===== config.mk =====
export PLATFORM = sky130hd
export DESIGN_NAME = lcd_frame_clkgen
export DESIGN_NICKNAME = d
export VERILOG_FILES = /design/src/rtl/lcd_frame_clkgen.sv
export SDC_FILE = /design/constraint.sdc
export NUM_CORES = 1
export LEC_CHECK = 0
export ABC_AREA = 1
export BUFFER_PORTS_ARGS = -buffer_cell sky130_fd_sc_hd__buf_2
export CELL_PAD_IN_SITES_DETAIL_PLACEMENT = 2
export CELL_PAD_IN_SITES_GLOBAL_PLACEMENT = 2
export CORE_ASPECT_RATIO = 2
export CORE_MARGIN = 2
export CORE_UTILIZATION = 32
export DETAILED_ROUTE_END_ITERATION = 12
export PLACE_DENSITY_LB_ADDON = 0.1
export SETUP_SLACK_MARGIN = 0.3
export SYNTH_ARGS = -nofsm -noshare
export SYNTH_HDL_FRONTEND = slang
export SYNTH_SLANG_ARGS = --single-unit

===== constraint.sdc =====
create_clock -name clk -period 1.9 [get_ports clk]
set_input_delay 0.38 -clock clk [delete_from_list [all_inputs] [get_ports clk]]
set_output_delay 0.38 -clock clk [all_outputs]
set_load 0.02 [all_outputs]

===== src/rtl/lcd_frame_clkgen.sv =====
module lcd_frame_clkgen #(
  parameter int BASE_DIV = 48,
  parameter int QW       = 4,
  parameter int Q_BASE   = 16,
  parameter int Q_STEP   = 4
) (
  input  logic          clk,
  input  logic          rst_n,
  input  logic          pwr_down,
  input  logic          osc_ext,
  input  logic          clk_out_en,
  input  logic          range_hi,
  input  logic [QW-1:0] q_code,
  input  logic          osc_lvl,
  output logic          frame_stb,
  output logic          pin_o,
  output logic          pin_oe
);
  localparam int Q_MAX = Q_BASE + Q_STEP * (2**QW - 1);
  localparam int CNT_W = $clog2(BASE_DIV * Q_MAX + 1);

  logic [CNT_W-1:0] cnt, q_val, period;
  logic             armed;

  // prescaler decode and frame length chosen by live inputs
  assign q_val  = CNT_W'(Q_BASE) + CNT_W'(Q_STEP) * CNT_W'(q_code);
  assign period = range_hi ? CNT_W'(BASE_DIV) * q_val : CNT_W'(BASE_DIV);

  // down-counter: reload marks a frame boundary
  always_ff @(posedge clk or negedge rst_n) begin
    if (!rst_n) begin
      cnt       <= '0;
      armed     <= 1'b0;
      frame_stb <= 1'b0;
    end else if (pwr_down) begin
      cnt       <= '0;
      armed     <= 1'b0;
      frame_stb <= 1'b0;
    end else if (cnt == '0) begin
      cnt       <= period - CNT_W'(1);
      armed     <= 1'b1;
      frame_stb <= armed;
    end else begin
      cnt       <= cnt - CNT_W'(1);
      frame_stb <= 1'b0;
    end
  end

  // shared clock pin
  always_comb begin
    pin_oe = 1'b0;
    pin_o  = 1'b0;
    if (rst_n) begin
      if (pwr_down) begin
        pin_oe = clk_out_en;
        pin_o  = clk_out_en;
      end else if (!osc_ext) begin
        pin_oe = clk_out_en;
        pin_o  = clk_out_en & osc_lvl;
      end
    end
  end
endmodule



## After elaboration in Yosys (flattened, before gate mapping)

Cells that the tools add are included.

| storage, ports and cells | value |
|---|---|
| register bits | 14 |
| word-level logic and storage cells | 23 |
| output and inout port bits | 3 |
| bits of input ports | 11 |

| operators by class | value |
|---|---|
| $add $sub $neg | 3 |
| multipliers | 1 |
| bitwise gates (word level) | 1 |
| multiplexer cells | 13 |
| reductions and logical operators | 2 |

Operators with widths:

| operator | count |
|---|---|
| 12-bit 2-to-1 mux | 3 |
| 12-bit by 1-bit subtractor with 12-bit output (second input constant) | 2 |
| 12-bit logical NOT | 1 |
| 1-bit 2-to-1 mux | 10 |
| 2-bit by 7-bit multiplier with 8-bit output (first input constant) | 1 |
| 5-bit by 6-bit adder with 7-bit output (first input constant) | 1 |
| 2-bit nonzero test | 1 |
| 1-bit AND | 1 |

## Logic depth before layout (Yosys ltp)

Gate-level depths: netlist of run 1.

| depth | value |
|---|---|
| depth in word-level cells | 6 |
| gate-level depth with buffers | 13 |
| depth with buffers taken out | 13 |

## Worst setup path before layout of run 1

No wires, ideal clock.

| path | value |
|---|---|
| kind | input port to output port |
| from | input port pwr_down |
| to | output port pin_o |
| setup slack | 30 ps |
| stages on the path | 4 |
| data arrival time | 1490 ps |
| cells stage by stage | clkbuf_1 > inv_1 > a21oi_1 > o21a_1 |

| on the way | value |
|---|---|
| cells in the longest elaborated chain, start to end | 2 |

RTL lines:

| item | line | source |
|---|---|---|
| start: declaration | 9 | `input logic pwr_down,` |
| 1-bit 2-to-1 mux | 54 | `if (pwr_down) begin` |
| 1-bit 2-to-1 mux | 53 | `if (rst_n) begin` |
| end: declaration | 16 | `output logic pin_o,` |

Every way passes these cells.

## Worst setup path in the final report of run 1

| path | value |
|---|---|
| from | input port q_code[1] |
| to | register cnt[11] |

| on the way | value |
|---|---|
| cells in the longest elaborated chain, start to end | 6 |

RTL lines:

| item | line | source |
|---|---|---|
| start: declaration | 13 | `input logic [QW-1:0] q_code,` |
| 5-bit by 6-bit adder with 7-bit output | 26 | `assign q_val = CNT_W'(Q_BASE) + CNT_W'(Q_STEP) * CNT_W'(q_code);` |
| 2-bit by 7-bit multiplier with 8-bit output | 27 | `assign period = range_hi ? CNT_W'(BASE_DIV) * q_val : CNT_W'(BASE_DIV);` |
| 12-bit 2-to-1 mux | 27 |  |
| 12-bit by 1-bit subtractor with 12-bit output | 40 | `cnt <= period - CNT_W'(1);` |
| 12-bit 2-to-1 mux | 39 | `end else if (cnt == '0) begin` |
| 12-bit 2-to-1 mux | 35 | `end else if (pwr_down) begin` |
| end signal: assignment | 40 |  |
| end signal: assignment | 44 | `cnt <= cnt - CNT_W'(1);` |
| end: declaration | 22 | `logic [CNT_W-1:0] cnt, q_val, period;` |

Every way passes these cells.
A chain may end at the register's enable or synchronous reset.

==> results.md, run 1 <==
- Final hold vios: 0
- First-pass GRT wire length: 5.61 mm
- Yosys Warn Count: 0
- Hold-fix buffers, CTS: 0
- Layout cells sized above 1: 0.420
- Via-per-instance ratio: 5.19
- Final GP Congestion: 0.791
- H-tree Lvls: 1
- Post-synthesis area per instance: 7.36 um^2
- First-pass iteration count of the detailed router: 3
- Cell area power density: 1370 nW/um^2
- Arr. time, crit path: 1.88 ns
- Area leader, netlist: dfrtp_1
- Antenna fix cells: 0
- Setup crit start kind: input port
- Highest Clock Rate: 577 MHz
- Crit Path Class: in2reg
- Final core occ: 0.451
- Max-Cap Viols: 0
- Flop2flop setup slack: 0.22 ns
- Worst R2R Start: cnt[0]
- Post-DP HPWL: 2.66 mm
- Std cell rows: 29
- Die W: 44.6 um
- Syn Inst Count: 143
- Clk root buf: clkbuf_8
- Critical path peak fanout: 3
- Drt drc: 0
- #FFs+latches synth: 14
- Initial DRC count: 14
- WL per Instance: 17.0 um
- Placement-stage worst setup slack: -0.166 ns
- WP data required: 2.04 ns
- Worst path bufs/invs: 2
- Area after DPL: 1220 um^2
- Main area contributors after synthesis: dfrtp_1 33%, inv_1 9.3%, ha_1 8.3%
- Die Y: 85.1 um
- Initial antenna violation count: 0
- Least-Margin Pin Slew: 0.252 ns
- Synth top area share: 0.333
- Port Buf Inserts: 13
- Area of the core: 3160 um^2
- Layout area overhead: 35.2%
- Status: finished clean
- Worst Hold Slack: 0.0757 ns
- Total grt overflow: 0
- Via count: 1,037
- EDFF count, synth: 0
- Final Cycle Share: 0.912
- Clock buffer depth: 2
- Initial core utilization: 0.333
- Setup violators final: 0
- IO Count: 14
- Worst-Skew Late Latency: 0.25 ns
- Ys async rst share: 1.00
- CTS Buf Count: 3
- Post-route ant nets: 0
- Routed WL: 3.40 mm
- Sink Count: 14
- CTS tree: yes
- Post-synth top cells: 26 x inv_1, 22 x nand2_1, 16 x nor2_1, 14 x dfrtp_1
- Most common cell in the netlist: inv_1
- Die Footprint: 3790 um^2
- RSZ-0062 raised after global routing: yes
- Fin nets: 189
- Hold Crit Class: in2async
- Final max-slew violation count: 0
- Clock-pin slew on the worst setup and hold paths: 0.06 ns
- Post-Layout Inst Area: 1420 um^2
- Syn nets: 162
- Leak: 0.728 nW
- Tot GR Track Use: 0.208
- Worst path max stage delay: 0.54 ns
- Synth unique cells: 24
- Relative slew slack: 0.832
- Ys flop type: dfrtp_1
- Worst setup EP type: flop
- Setup Skew: 0.00112 ns
- Crit path time final: 1.73 ns
- RR Endpoint: cnt[9]
- Vias in the first global route: 1,225
- Largest net degree at the start of global routing: 15
- Synthesized cell area: 1050 um^2
- CP delay by family, top: simple AND/OR/NAND/NOR gates
- Worst IR Drop VDD: 0.625 mV
- Crit-path cells: buf_8, ha_4, inv_2, fa_2, nor2_2, nand3_2, nand2_2, nor2_4, nand2_2, nor2_4, nand3_2, nand2_1, nor2_1
- Sequential area share after synthesis: 0.333
- Critical path's slowest cell: fa_2
- Total power: 1.95 mW
- Slack of the critical path: 0.167 ns
- R2R cell count: 10
[registers in the layout, summed over array words and instances, names as in the netlist]
| name | cells |
|---|---|
| armed | 1 |
| cnt | 12 |
| frame_stb | 1 |
[report_power, final]
group	total, mW	switching [mW]	leakage, nW	internal [mW]
clock	0.297	0.113	0.0288	0.184
combinational	1.20	0.765	0.513	0.434
sequential	0.455	0.0611	0.186	0.394
total	1.95	0.939	0.728	1.01
[cells by family after synthesis]
group | share of synthesized area
buf+inv | 0.103
flops | 0.333
xor+xnor | 0.0250
fa+ha+maj | 0.102
simple gates | 0.340
compound gates | 0.0963
[layout by cell type (no fill, tap or decap), drive strengths merged]
master | synthesis | layout
fa | 1 | 1
nand2 | 29 | 29
nor2 | 23 | 23
buf | 0 | 22
xor2 | 3 | 3
and3 | 1 | 1
ha | 7 | 7
inv | 28 | 28
o21bai | 1 | 1
dfrtp | 14 | 14
o21ai | 5 | 5
nand3b | 2 | 2
nand4 | 1 | 1
clkbuf | 1 | 5
a21oi | 10 | 10
nor3 | 3 | 3
o21a | 2 | 2
nand3 | 12 | 12
[how the worst max path moves through the flow]
stage,cells after the start,slack (ns),from,endpoint
after floorplan,12,0.15,q_code[0],cnt[11]
after detailed placement,13,-0.17,q_code[1],cnt[11]
after global placement,13,-0.09,q_code[0],cnt[11]
after global routing,13,0.06,q_code[1],cnt[11]
final,13,0.17,q_code[1],cnt[11]
after CTS,13,0.16,q_code[0],cnt[11]
[routing by layer]
| metal | share of wire | GRT usage |
|---|---|---|
| met5 | 0 | 0 |
| met4 | 0.036 | 0.118 |
| met3 | 0.011 | 0.00851 |
| met2 | 0.67 | 0.443 |
| met1 | 0.28 | 0.156 |
[what timing repair did]
item	CTS	global route
pin swaps	3	11
cloned	0	0
hold endpoints to repair	0	0
setup buffers	2	2
resized for setup	20	16
setup endpoints to repair	8	9
[final cells by class]
class | instances | area [um^2]
Fill cell | 379 | 1730
Multi-Input combinational cell | 100 | 711
Sequential cell | 14 | 350
Timing Repair Buffer | 23 | 163
Inverter | 28 | 105
Clock buffer | 4 | 55.1
Tap cell | 31 | 38.8
[through the flow]
| step | TNS [ns] | instances |
|---|---|---|
| global route | 0 | 200 |
| detailed placement | -0.397 | 192 |
| floorplan | 0 | 143 |
| finish | 0 | 200 |
| CTS | 0 | 198 |
| global placement | -0.175 | 192 |
Note: power is estimated with default switching activity, not from simulation.
==> run 2, diff against run 1 <==
--- a/config.mk
+++ b/config.mk
@@ -12,6 +12,7 @@
 export CORE_ASPECT_RATIO = 2
 export CORE_MARGIN = 2
 export CORE_UTILIZATION = 32
+export CTS_BUF_LIST = sky130_fd_sc_hd__clkbuf_16
 export DETAILED_ROUTE_END_ITERATION = 12
 export PLACE_DENSITY_LB_ADDON = 0.1
 export SETUP_SLACK_MARGIN = 0.3
==> run 2 against run 1 <==
  * Register-to-register slack got worse by 0.06 ns
  * Clock-buffer cell count fell by 1
  * Via count fell by 2.0%
  * Global-route usage fell by 0.86 points
  * Sequential share of layout area did not move
  * Final cell count did not move
  * First-iteration DRC count fell by 79%
  * Largest cell class unchanged
  * Combinational power barely moved
==> results.md, run 2 (synthesis results as in run 1) <==
- Status: finished clean (unchanged)
- Crit Path Class: in2reg (unchanged)
- Setup crit start kind: input port (unchanged)
- Final core occ: 0.451 (unchanged)
- Fin nets: 189 (unchanged)
- Hold Crit Class: in2async (unchanged)
- Via count: 1,016 (was 1,037)
- WL per Instance: 16.8 um (was 17.0 um)
- CTS Buf Count: 3 (unchanged)
- Initial antenna violation count: 0 (unchanged)
- RR Endpoint: cnt[9] (unchanged)
- RSZ-0062 raised after global routing: yes (unchanged)
- Hold-fix buffers, CTS: 0 (unchanged)
- Initial core utilization: 0.333 (unchanged)
- Clock-pin slew on the worst setup and hold paths: 0.05 ns (was 0.06 ns)
- Total grt overflow: 0 (unchanged)
- Die Footprint: 3790 um^2 (unchanged)
- First-pass iteration count of the detailed router: 2 (was 3)
- Sink Count: 14 (unchanged)
- IO Count: 14 (unchanged)
- Post-route ant nets: 0 (unchanged)
- Worst-Skew Late Latency: 0.25 ns (about the same)
- Vias in the first global route: 1,177 (was 1,225)
- Relative slew slack: 0.822 (was 0.832)
- Leak: 0.733 nW (was 0.728 nW)
- Post-DP HPWL: 2.66 mm (unchanged)
- Std cell rows: 29 (unchanged)
- Drt drc: 0 (unchanged)
- Layout area overhead: 35.2% (unchanged)
- Area of the core: 3160 um^2 (unchanged)
- Final hold vios: 0 (unchanged)
- Commonest non-fill, non-tap cell in the layout: inv_1 (unchanged)
- Arr. time, crit path: 1.89 ns (was 1.88 ns)
- Fillers: 379 (unchanged)
- Max-Cap Viols: 0 (unchanged)
- R2R cell count: 10 (unchanged)
- Largest registers: cnt (12), armed (1), frame_stb (1) (unchanged)
- Largest net degree at the start of global routing: 15 (unchanged)
- Final Cycle Share: 0.924 (was 0.912)
- Tot GR Track Use: 0.199 (was 0.208)
- Layout cells sized above 1: 0.396 (was 0.420)
- Flop2flop setup slack: 0.16 ns (was 0.22 ns)
- Crit-path cells: buf_8, ha_4, inv_2, fa_2, nor2_2, nand3_1, nand2_2, nor2_4, nand2_2, nor2_4, nand3_2, nand2_1, nor2_1 (was buf_8, ha_4, inv_2, fa_2, nor2_2, nand3_2, nand2_2, nor2_4, nand2_2, nor2_4, nand3_2, nand2_1, nor2_1)
- CTS tree: yes (unchanged)
- Setup TNS: 0 ns (unchanged)
- Clock buffer depth: 2 (unchanged)
- Most frequent cells in the layout: 21 x inv_1, 16 x nand2_1, 14 x dfrtp_1, 11 x buf_2 (was 21 x inv_1, 18 x nand2_1, 14 x dfrtp_1, 11 x nor2_1)
- Worst IR Drop VDD: 0.873 mV (was 0.625 mV)
- Worst path bufs/invs: 2 (unchanged)
- Setup violators final: 0 (unchanged)
- Cell area power density: 1440 nW/um^2 (was 1370 nW/um^2)
- H-tree Lvls: 1 (unchanged)
- Reg with most FFs: cnt (unchanged)
- WP data required: 2.03 ns (was 2.04 ns)
- Die W: 44.6 um (unchanged)
- Via-per-instance ratio: 5.08 (was 5.19)
- Clk root buf: clkbuf_16 (was clkbuf_8)
- Worst Hold Slack: 0.0787 ns (was 0.0757 ns)
- Die Y: 85.1 um (unchanged)
- Worst R2R Start: cnt[0] (unchanged)
- Initial DRC count: 3 (was 14)
- Antenna fix cells: 0 (unchanged)
- Crit path time final: 1.76 ns (was 1.73 ns)
- Worst setup EP type: flop (unchanged)
- Final max-slew violation count: 0 (unchanged)
- Setup Skew: 0.00191 ns (was 0.00112 ns)
- Worst path max stage delay: 0.52 ns (was 0.54 ns)
- Final GP Congestion: 0.791 (unchanged)
- CP delay by family, top: simple AND/OR/NAND/NOR gates (unchanged)
- Highest Clock Rate: 569 MHz (was 577 MHz)
- First-pass GRT wire length: 5.37 mm (was 5.61 mm)
- Max reg flops: 12 (unchanged)
- Routed WL: 3.37 mm (was 3.40 mm)
- Critical path peak fanout: 2 (was 3)
- Port Buf Inserts: 13 (unchanged)
- Critical path's slowest cell: fa_2 (unchanged)
- Least-Margin Pin Slew: 0.266 ns (was 0.252 ns)
## run 2: cell types whose count changed in the layout (fill, tap and decap cells not counted), moves of 2 or more
| cell | previous run | this run |
|---|---|---|
| nand2_2 | 7 | 10 |
| a21oi_1 | 7 | 9 |
| a21oi_2 | 3 | 1 |
| clkbuf_8 | 4 | 0 |
| nand3_2 | 4 | 1 |
| clkbuf_16 | 0 | 3 |
| nand3_1 | 8 | 10 |
| nand2_1 | 18 | 16 |
## run 2: layout make-up
class                      instances  area, um^2  share of cell area
sequential                        14         350               0.246
timing repair buffer              23         160               0.113
inverter                          28         108              0.0756
multi-input combinational        100         687               0.483
clock buffer                       3        75.1              0.0528
clock inverter                     1        3.75             0.00264
tap                               31        38.8              0.0273
## run 2: power breakdown
part | internal, mW | total (mW) | switching [mW]
combinational | 0.429 | 1.19 | 0.757
clock | 0.279 | 0.409 | 0.130
sequential | 0.395 | 0.457 | 0.0614
## run 2: routing by layer
| layer | global-route usage | vias to the layer above | routed length, um |
|---|---|---|---|
| li1 | - | 498 | - |
| met1 | 0.154 | 500 | 1040 |
| met2 | 0.432 | 11 | 2200 |
| met3 | 0.0255 | 7 | 48 |
| met4 | 0.0661 | 0 | 78 |
| met5 | 0 | - | 0 |
## run 2: per-stage QoR
stage	instances	cell area, um^2	power, mW	worst slack, ns
3_5_place_dp	192	1220	1.40	-0.166
5_1_grt	200	1420	2.21	0.0638
3_3_place_gp	192	1220	1.34	-0.0940
4_1_cts	197	1360	1.93	0.148
2_1_floorplan	143	1070	1.13	0.150
6_report	200	1420	2.05	0.144
## run 2: what timing repair did
action                                  in CTS  in global routing
setup buffers                                1                  3
gates resized for setup                     21                 11
pin swaps                                    2                  4
endpoints found under the setup margin       8                  7
## run 2: worst reg2reg max path: cells and delay by family (launching register included)
| kind | cells | cell delay (ns) |
|---|---|---|
| AND/OR/NAND/NOR | 7 | 0.86 |
| flip-flops | 1 | 0.39 |
| adder cells (fa/ha/maj) | 1 | 0.16 |
| buffers and inverters | 2 | 0.23 |
## run 2: how the worst max path moves through the flow
stage              start      end  slack, ns  cells past startpoint
6_report       q_code[0]  cnt[11]       0.14                     13
5_1_grt        q_code[0]  cnt[11]       0.06                     14
4_1_cts        q_code[0]  cnt[11]       0.15                     13
3_5_place_dp   q_code[1]  cnt[11]      -0.17                     13
3_3_place_gp   q_code[0]  cnt[11]      -0.09                     13
2_1_floorplan  q_code[0]  cnt[11]       0.15                     12
==> run 3, diff against run 2 <==
==> config.mk (replaced) <==
export PLATFORM = sky130hd
export DESIGN_NAME = lcd_frame_clkgen
export DESIGN_NICKNAME = d
export VERILOG_FILES = /design/src/rtl/lcd_frame_clkgen.sv
export SDC_FILE = /design/constraint.sdc
export NUM_CORES = 1
export LEC_CHECK = 0
export ABC_AREA = 1
export BUFFER_PORTS_ARGS = -buffer_cell sky130_fd_sc_hd__buf_2
export CELL_PAD_IN_SITES_DETAIL_PLACEMENT = 0
export CELL_PAD_IN_SITES_GLOBAL_PLACEMENT = 1
export CORE_MARGIN = 2
export CORE_UTILIZATION = 41
export CTS_BUF_LIST = sky130_fd_sc_hd__clkbuf_16
export DETAILED_ROUTE_END_ITERATION = 12
export PLACE_DENSITY_LB_ADDON = 0.1
export SETUP_SLACK_MARGIN = 0.3
export SLEW_MARGIN = 40
export SYNTH_ARGS = -nofsm -noshare
export SYNTH_HDL_FRONTEND = slang
export SYNTH_SLANG_ARGS = --single-unit
==> run 3 against run 2 <==
  * Via count is 7.5% lower
  * Wire length is 34% lower
  * Sequential share of layout area is 0.11 points higher
  * Clock-buffer cell count did not move
  * Clock power shrank 5.4%
  * Final area is 0.44% lower
  * Register-to-register slack better by 0.13 ns
  * Die area down 21%
  * Clock skew grew 0.0016 ns
  * Maximum frequency up 5.5%
  * Critical path type unchanged
==> results.md, run 3 (synthesis results as in run 1) <==
- Setup violators final: 0 (unchanged)
- Clk root buf: clkbuf_16 (unchanged)
- Worst path max stage delay: 0.51 ns (was 0.52 ns)
- Drt drc: 0 (unchanged)
- Hold Crit Class: in2async (unchanged)
- Worst IR Drop VDD: 0.905 mV (was 0.873 mV)
- Slack of the critical path: 0.235 ns (was 0.144 ns)
- Routed WL: 2.23 mm (was 3.37 mm)
- Via count: 940 (was 1,016)
- Area of the core: 2450 um^2 (was 3160 um^2)
- Worst-Skew Late Latency: 0.24 ns (was 0.25 ns)
- Initial DRC count: 8 (was 3)
- Die Footprint: 2990 um^2 (was 3790 um^2)
- Critical path's slowest cell: fa_2 (unchanged)
- Crit Path Class: in2reg (unchanged)
- Total grt overflow: 0 (unchanged)
- Largest registers: cnt (12), armed (1), frame_stb (1) (unchanged)
- Crit-path cells: buf_8, ha_4, inv_2, fa_2, nor2_1, nand3_1, nand2_2, buf_4, buf_4, o21ai_0, nor2_1 (was buf_8, ha_4, inv_2, fa_2, nor2_2, nand3_1, nand2_2, nor2_4, nand2_2, nor2_4, nand3_2, nand2_1, nor2_1)
- Max-Cap Viols: 0 (unchanged)
- Setup Skew: 0.00349 ns (was 0.00191 ns)
- Initial core utilization: 0.429 (was 0.333)
- Layout cells sized above 1: 0.383 (was 0.396)
- Vias in the first global route: 818 (was 1,177)
- Hold-fix buffers, CTS: 0 (unchanged)
- Sink Count: 14 (unchanged)
- Least-Margin Pin Slew: 0.249 ns (was 0.266 ns)
- Post-DP HPWL: 1.77 mm (was 2.66 mm)
- CTS tree: yes (unchanged)
- First-pass iteration count of the detailed router: 4 (was 2)
- Worst setup EP type: flop (unchanged)
- H-tree Lvls: 1 (unchanged)
- Antenna fix cells: 0 (unchanged)
- Setup crit start kind: input port (unchanged)
- Die Y: 54.7 um (was 85.1 um)
- Placement-stage worst setup slack: -0.0964 ns (was -0.166 ns)
- Clock-pin slew on the worst setup and hold paths: 0.04 ns (was 0.05 ns)
- Largest net degree at the start of global routing: 15 (unchanged)
- Most frequent cells in the layout: 21 x inv_1, 16 x nand2_1, 14 x dfrtp_1, 13 x nor2_1, 11 x nand2_2 (was 21 x inv_1, 16 x nand2_1, 14 x dfrtp_1, 11 x buf_2)
- Final GP Congestion: 0.815 (was 0.791)
- Clock buffer depth: 2 (unchanged)
- Initial antenna violation count: 0 (unchanged)
- Cell area power density: 1310 nW/um^2 (was 1440 nW/um^2)
- Final max-slew violation count: 0 (unchanged)
- Worst path bufs/invs: 4 (was 2)
- CP delay by family, top: adder cells (was simple AND/OR/NAND/NOR gates)
- Leak: 0.721 nW (was 0.733 nW)
- WP data required: 2.03 ns (about the same)
- Post-Layout Cell Count: 197 (was 200)
- Inst Count DP: 190 (was 192)
- Fin nets: 188 (was 189)
- CTS Buf Count: 3 (unchanged)
- Relative slew slack: 0.833 (was 0.822)
- Max reg flops: 12 (unchanged)
- Reg with most FFs: cnt (unchanged)
- RSZ-0062 raised after global routing: yes (unchanged)
- Post-route ant nets: 0 (unchanged)
- IO Count: 14 (unchanged)
- Final hold vios: 0 (unchanged)
- Status: finished clean (unchanged)
- Port Buf Inserts: 13 (unchanged)
- Die W: 54.7 um (was 44.6 um)
- Highest Clock Rate: 601 MHz (was 569 MHz)
- Std cell rows: 18 (was 29)
- Layout area overhead: 34.6% (was 35.2%)
- WL per Instance: 11.3 um (was 16.8 um)
- Final Cycle Share: 0.876 (was 0.924)
- Commonest non-fill, non-tap cell in the layout: inv_1 (unchanged)
- First-pass GRT wire length: 3.55 mm (was 5.37 mm)
- Via-per-instance ratio: 4.77 (was 5.08)
- Critical path peak fanout: 2 (unchanged)
- Crit path time final: 1.66 ns (was 1.76 ns)
- Arr. time, crit path: 1.79 ns (was 1.89 ns)
- Tot GR Track Use: 0.173 (was 0.199)
==> run 3: changes by cell type in the layout (fill, tap and decap cells not counted), moves of 2 or more <==
cell / before / now
nand3_2: 1 / 3
nor2_1: 10 / 13
nor2_2: 9 / 4
nor2_4: 4 / 6
o21ai_0: 2 / 4
o21ai_1: 2 / 0
==> run 3: power by group <==
part           total (mW)  leakage, nW  switching (mW)  internal [mW]
clock               0.387       0.0370           0.112          0.275
sequential          0.454        0.186          0.0583          0.395
combinational        1.01        0.499           0.625          0.385
==> run 3: final timing paths <==
check / start / endpoint / slack, ns / cells after the start
worst max-delay path: q_code[0] / cnt[8] / 0.24 / 11
worst min-delay path: rst_n / cnt[6] / 0.12 / 2
max in group asynchronous: rst_n / cnt[5] / 1.62 / 2
worst min register to register: cnt[0] / cnt[0] / 0.48 / 1
worst max register to register: cnt[0] / cnt[11] / 0.29 / 11
min in group clk: pwr_down / cnt[3] / 0.42 / 2
==> run 3: metrics by stage <==
step / power [mW] / hold WS, ns / util / TNS (ns) / instance area [um^2]
after floorplan: 1.13 / 0.0844 / - / 0 / 1070
after global placement: 1.29 / 0.371 / 0.493 / -0.0753 / 1210
after detailed placement: 1.31 / 0.371 / 0.493 / -0.150 / 1210
after CTS: 1.79 / 0.123 / 0.552 / 0 / 1360
after global routing: 2.01 / 0.133 / 0.577 / 0 / 1420
final: 1.85 / 0.115 / 0.577 / 0 / 1420
==> run 3: timing repair <==
action,CTS,global route
endpoints found under the setup margin,5,6
setup buffers,1,3
resized for setup,17,11
pin swaps,7,6
==> run 3: cell type report <==
type,instances,area (um^2)
Clock buffer,3,75.1
Fill cell,245,1040
Inverter,28,109
Multi-Input combinational cell,100,689
Sequential cell,14,350
Tap cell,30,37.5
Timing Repair Buffer,22,155
==> run 3: metal layers <==
metal / wire, um / vias up / GRT usage
met2: 1050 / 18 / 0.282
met3: 74 / 4 / 0.0410
met4: 47 / 0 / 0.0875
met5: 0 / - / 0
li1: - / 499 / -
met1: 1060 / 419 / 0.212
